==> src/rtl/tlb_ctx_pkg.sv <==
package tlb_ctx_pkg;
    parameter int VA_W    = 32;
    parameter int OFF_W   = 12;
    parameter int VPN_W   = VA_W - OFF_W;
    parameter int PFN_W   = 20;
    parameter int PA_W    = PFN_W + OFF_W;
    parameter int CTX_W   = 8;
    parameter int PERM_W  = 3;
    parameter int N_SLOTS = 16;

    typedef enum logic [1:0] {
        ACC_READ  = 2'b00,
        ACC_WRITE = 2'b01,
        ACC_EXEC  = 2'b10,
        ACC_RSVD  = 2'b11
    } acc_e;

    typedef struct packed {
        logic              valid;
        logic              dirty;
        logic [PERM_W-1:0] perm;
        logic [CTX_W-1:0]  ctx;
        logic [VPN_W-1:0]  vpn;
        logic [PFN_W-1:0]  pfn;
    } slot_t;

    function automatic logic perm_allows(input logic [PERM_W-1:0] perm, input acc_e kind);
        case (kind)
            ACC_READ:  return perm[0];
            ACC_WRITE: return perm[1];
            ACC_EXEC:  return perm[2];
            default:   return 1'b0;
        endcase
    endfunction
endpackage

==> src/rtl/tlb_ctx_match.sv <==
module tlb_ctx_match
    import tlb_ctx_pkg::*;
#(
    parameter int N     = N_SLOTS,
    localparam int IDX_W = $clog2(N)
) (
    input  slot_t [N-1:0]    slots,
    input  logic [VPN_W-1:0] req_vpn,
    input  logic [CTX_W-1:0] req_ctx,
    output logic             found,
    output logic [IDX_W-1:0] idx
);
    logic [N-1:0] hit_vec;

    genvar g;
    generate
        for (g = 0; g < N; g++) begin : g_cmp
            assign hit_vec[g] = slots[g].valid && (slots[g].vpn == req_vpn)
                                && (slots[g].ctx == req_ctx);
        end
    endgenerate

    // Scan downward so that the lowest matching index is the last one kept.
    always_comb begin
        found = 1'b0;
        idx   = '0;
        for (int i = N - 1; i >= 0; i--) begin
            if (hit_vec[i]) begin
                found = 1'b1;
                idx   = IDX_W'(i);
            end
        end
    end
endmodule

==> src/rtl/tlb_ctx_victim.sv <==
module tlb_ctx_victim
    import tlb_ctx_pkg::*;
#(
    parameter int N     = N_SLOTS,
    localparam int IDX_W = $clog2(N)
) (
    input  logic             clk,
    input  logic             rst,
    input  logic [N-1:0]     valid_vec,
    input  logic             fill_en,
    output logic [IDX_W-1:0] victim
);
    logic [IDX_W-1:0] rr_q;
    logic [IDX_W-1:0] free_idx;
    logic             have_free;

    always_comb begin
        have_free = 1'b0;
        free_idx  = '0;
        for (int i = N - 1; i >= 0; i--) begin
            if (!valid_vec[i]) begin
                have_free = 1'b1;
                free_idx  = IDX_W'(i);
            end
        end
    end

    assign victim = have_free ? free_idx : rr_q;

    always_ff @(posedge clk) begin
        if (rst) begin
            rr_q <= '0;
        end else if (fill_en && !have_free) begin
            rr_q <= (rr_q == IDX_W'(N - 1)) ? '0 : rr_q + 1'b1;
        end
    end
endmodule

==> src/rtl/tlb_ctx_top.sv <==
module tlb_ctx_top
    import tlb_ctx_pkg::*;
#(
    parameter int N     = N_SLOTS,
    localparam int IDX_W = $clog2(N)
) (
    input  logic              clk,
    input  logic              rst,
    input  logic              lk_valid,
    input  logic [VA_W-1:0]   lk_vaddr,
    input  logic [CTX_W-1:0]  lk_ctx,
    input  logic [1:0]        lk_kind,
    output logic              lk_hit,
    output logic              lk_miss,
    output logic              lk_fault,
    output logic              lk_dirty,
    output logic [PA_W-1:0]   lk_paddr,
    input  logic              fill_en,
    input  logic [VPN_W-1:0]  fill_vpn,
    input  logic [CTX_W-1:0]  fill_ctx,
    input  logic [PFN_W-1:0]  fill_pfn,
    input  logic [PERM_W-1:0] fill_perm,
    input  logic              fill_dirty,
    input  logic              flush_en,
    input  logic [CTX_W-1:0]  flush_ctx,
    input  logic              flush_all
);
    slot_t [N-1:0]    slot_q;
    logic [N-1:0]     valid_vec;
    logic             found;
    logic [IDX_W-1:0] found_idx;
    logic [IDX_W-1:0] victim_idx;
    slot_t            sel;
    acc_e             kind;
    logic             allowed;

    genvar g;
    generate
        for (g = 0; g < N; g++) begin : g_valid
            assign valid_vec[g] = slot_q[g].valid;
        end
    endgenerate

    tlb_ctx_match #(.N(N)) match_i (
        .slots   (slot_q),
        .req_vpn (lk_vaddr[VA_W-1:OFF_W]),
        .req_ctx (lk_ctx),
        .found   (found),
        .idx     (found_idx)
    );

    tlb_ctx_victim #(.N(N)) victim_i (
        .clk       (clk),
        .rst       (rst),
        .valid_vec (valid_vec),
        .fill_en   (fill_en),
        .victim    (victim_idx)
    );

    assign kind    = acc_e'(lk_kind);
    assign sel     = slot_q[found_idx];
    assign allowed = perm_allows(sel.perm, kind);

    always_comb begin
        lk_hit   = 1'b0;
        lk_miss  = 1'b0;
        lk_fault = 1'b0;
        lk_dirty = 1'b0;
        lk_paddr = '0;
        if (lk_valid) begin
            if (!found) begin
                lk_miss = 1'b1;
            end else begin
                lk_dirty = sel.dirty;
                if (allowed) begin
                    lk_hit   = 1'b1;
                    lk_paddr = {sel.pfn, lk_vaddr[OFF_W-1:0]};
                end else begin
                    lk_fault = 1'b1;
                end
            end
        end
    end

    // Later assignments win: flush, then dirty marking, then fill.
    always_ff @(posedge clk) begin
        if (rst) begin
            slot_q <= '0;
        end else begin
            if (flush_en) begin
                for (int i = 0; i < N; i++) begin
                    if (flush_all || (slot_q[i].ctx == flush_ctx)) begin
                        slot_q[i].valid <= 1'b0;
                    end
                end
            end
            if (lk_hit && (kind == ACC_WRITE)) begin
                slot_q[found_idx].dirty <= 1'b1;
            end
            if (fill_en) begin
                slot_q[victim_idx] <= '{valid: 1'b1, dirty: fill_dirty, perm: fill_perm,
                                        ctx: fill_ctx, vpn: fill_vpn, pfn: fill_pfn};
            end
        end
    end
endmodule

==> config.mk <==
export PLATFORM = sky130hd
export DESIGN_NAME = tlb_ctx_top
export DESIGN_NICKNAME = d
export VERILOG_FILES = /design/src/rtl/tlb_ctx_pkg.sv /design/src/rtl/tlb_ctx_match.sv /design/src/rtl/tlb_ctx_victim.sv /design/src/rtl/tlb_ctx_top.sv
export SDC_FILE = /design/constraint.sdc
export NUM_CORES = 2
export LEC_CHECK = 0
export BUFFER_PORTS_ARGS = -buffer_cell sky130_fd_sc_hd__buf_2
export CAP_MARGIN = 10
export CORE_MARGIN = 2
export CORE_UTILIZATION = 51
export DETAILED_ROUTE_END_ITERATION = 10
export GPL_TIMING_DRIVEN = 0
export PLACE_DENSITY = 0.65
export SLEW_MARGIN = 25
export SYNTH_ARGS = -nofsm -noshare
export SYNTH_HDL_FRONTEND = slang
export SYNTH_SLANG_ARGS = --single-unit
==> constraint.sdc <==
create_clock -name clk -period 19.8 [get_ports clk]
set_clock_uncertainty 0.15 [all_clocks]
set_input_delay 3.96 -clock clk [delete_from_list [all_inputs] [get_ports clk]]
set_output_delay 3.96 -clock clk [all_outputs]
set_load 0.005 [all_outputs]
==> impl_results.md <==
* Post-detail-place hpwl at about 150,000 microns
* Crit-path max cell delay at 0.77 ns
* Final #Nets at between 5,000 and 6,000
* Worst-path clk slew at 0.06 ns
* Syn Area/Cell at between 7 and 8 sq um
* Initial core utilization at 0.514
* Sequential fraction of the synthesis area at 0.406
* Crit-path max FO at 10
* Vias in the first global route at about 38,000
* Total CTS buffers at 94
* Site Rows at 105
* WP data arrival at around 11 ns
* Pin count of the biggest net entering global routing at 15
* Netlist Area Pre-Place at roughly 42,000 sq um
* # DRC at 0
* Status: complete, no violations
* CP dominant cell by count: buf_2
* Most frequent cells in the layout: nand2_1 (1,423), dfxtp_1 (852), a21oi_1 (780)
* Router iterations before antenna repair at 6
* CTS root buf: clkbuf_16
* Hold crit path type: reg2reg
* Commonest non-fill, non-tap cell in the layout: nand2_1
* Die X-Extent at between 200 and 300 microns
* Later-pin clock latency in the skew report at about 0.70 ns
* Crit end category: output port
* Overall power at around 0.004 W
* Final Setup Violations at 0
* Minimum clock period at 15.20 ns
* Slew Viols, Final at 0
* Number of max-cap violations at 0
* Crit path cell chain: clkbuf_1 > buf_2 > xnor2_1 > nand4_1 > nor4_1 > nand4_1 > a21oi_1 > a311oi_2 > nor2_1 > buf_6 > buf_2 > buf_1 > buf_2 > mux2i_1 > a21oi_1 > o22ai_1 > nor4_2 > buf_2
* Post-DR wirelength/cell at around 30 microns
* Overflow after GRT at 0
* Antenna violations before repair at 7
* Die Ht at around 290 microns
* Mux share of post-synthesis cell area at 0.0823
* Post-synth EDFFs at 0
* Setup bufs post-CTS at 0
* Worst slew pin tran at around 1.2 ns
* FILL cells at roughly 7,800
* Total GRT Usage at 0.459
* Iter 0 DRT Violations at roughly 5,600
* Seq cells post-synth at between 800 and 900
* Max Clock Freq at between 0.06 and 0.07 GHz
* Final worst-path cycle share at 0.768
* Vias at ~42,000
* Die ar. at roughly 85,000 sq um
* Port buffer count at 55
* Async SR Flop Fraction at 0
* I/O Pins at between 100 and 150
* VDD IR max at 0.0000829 V
* TritonCTS Sinks at 852
* Leak Pwr at 15.8 nW
* Net Count, Synth at around 5,500
* Gp weighted congestion at about 1.1
* Synthesized netlist cell count at 5,389
* Slew headroom at 0.199
* RSZ-0062 raised after global routing: no
* Layout cells sized above 1 at 0.0782
* Post-Synth XOR/XNOR Area at 0.120
* Power per Cell Area at 84.8 nW/um^2
* Final hold violation count at 0
* P&R area growth vs syn at 12.3%
* Most used DFF post-synth: dfxtp_1
* Required @ worst endpoint at around 16 ns
* Setup crit start kind: input port
* Synthesis Warnings at 0
* Max clock buf depth at 3
* Core area at slightly above 80,000 sq um
* Final TNS setup at 0 ns
* Avg Vias per Cell at between 6 and 7
* Cts hold-fix bufs at 0
* Synth Area in Adders at 0.000298
* CTS H-Tree Depth at 3
* Largest family of logic cells by synthesized area: simple AND/OR/NAND/NOR gates
* Critical path class: in2out
* First-pass GRT wire length at between 200,000 and 300,000 microns
* Simple-Gate Fraction of Synth Area at 0.225
* Routed Antenna Nets at 0
* CTS tree: yes
* Post-CTS Resized at 0
* Post-synthesis compound-gate area fraction at 0.118
* Netlist cell types at 66
* Drt total wl at 202,000 microns
* Worst path slowest cell: clkbuf_1
-- layout make-up --
class,instances,area [sq um],area share
multi-input combinational,4016,22900,0.486
timing repair buffer,62,423,0.00896
tap,1070,1340,0.0284
clock inverter,39,554,0.0117
buffer,494,2000,0.0424
antenna,7,17.5,0.000371
inverter,27,101,0.00215
clock buffer,134,2780,0.0590
sequential,852,17100,0.361
-- routing by layer --
metal	part of all wire	global-route usage	vias up
li1	-	-	18300
met5	0.000045	0	-
met1	0.39	0.612	20000
met2	0.40	0.643	2726
met3	0.14	0.150	546
met4	0.069	0.274	2
-- power by group --
part | switching (W) | internal, W
Sequential | 0.00000973 | 0.00173
Clock | 0.000800 | 0.00112
Combinational | 0.000268 | 0.0000811
-- synthesized netlist by cell type (11+ instances only) --
master    count  area [sq um]
nand4_1     176          1100
nor2_1      303          1140
nor4_1       86           538
and2_1       28           175
dfxtp_1     852         17100
and3_1       11          68.8
o21ai_0      31           155
a21oi_1     780          3900
nor3b_1      11          82.6
xor2_1      144          1260
clkbuf_1    417          1570
nor4_2       17           213
xnor2_1     430          3770
buf_2        43           215
buf_1        27           101
nand2_1    1423          5340
mux2_2       88           991
nand3_1      29           145
o22ai_1      44           275
inv_1        27           101
mux2i_1     243          2430
nor3_1       41           205
-- final timing paths --
kind                                   start      endpoint  slack (ns)  cells past startpoint
worst max-delay path            lk_vaddr[14]  lk_paddr[30]        4.60                     18
worst min-delay path             slot_q[223]   slot_q[223]        0.30                      2
worst max register to register   slot_q[348]   slot_q[422]       14.50                     14
worst min register to register   slot_q[223]   slot_q[223]        0.30                      2
-- stage by stage --
step	cell area [sq um]	utilization	instances	hold WS, ns	worst slack [ns]
after CTS	47200	0.577	6694	0.302	5.04
after global routing	47200	0.577	6696	0.315	4.75
after global placement	43700	0.533	6514	0.288	4.04
after detailed placement	43900	0.536	6521	0.293	5.03
after floorplan	42000	-	5389	0.282	7.95
final	47200	0.577	6701	0.303	4.60
-- worst max-delay path: cells and delay by family --
kind                      cells  cell delay (ns)
and+or+nand+nor               5             1.76
muxes                         1             0.36
xor gates and xnor gates      1             0.19
buffers and inverters         7             3.65
AOI/OAI and AO/OA             4             1.09
-- kinds of logic (layout without fill, tap and decap cells) --
group | after synthesis | in the layout
buf+inv | 521 | 756
xor+xnor | 574 | 574
mux | 333 | 333
compound gates | 921 | 921
flops | 852 | 852
fa+ha+maj | 1 | 1
simple gates | 2187 | 2187
other cells | 0 | 7
-- flip-flops by register name, indices dropped and copies added, names as in the netlist --
register	cells
slot_q	848
victim_i.rr_q	4
(Power assumes the default switching activity.)
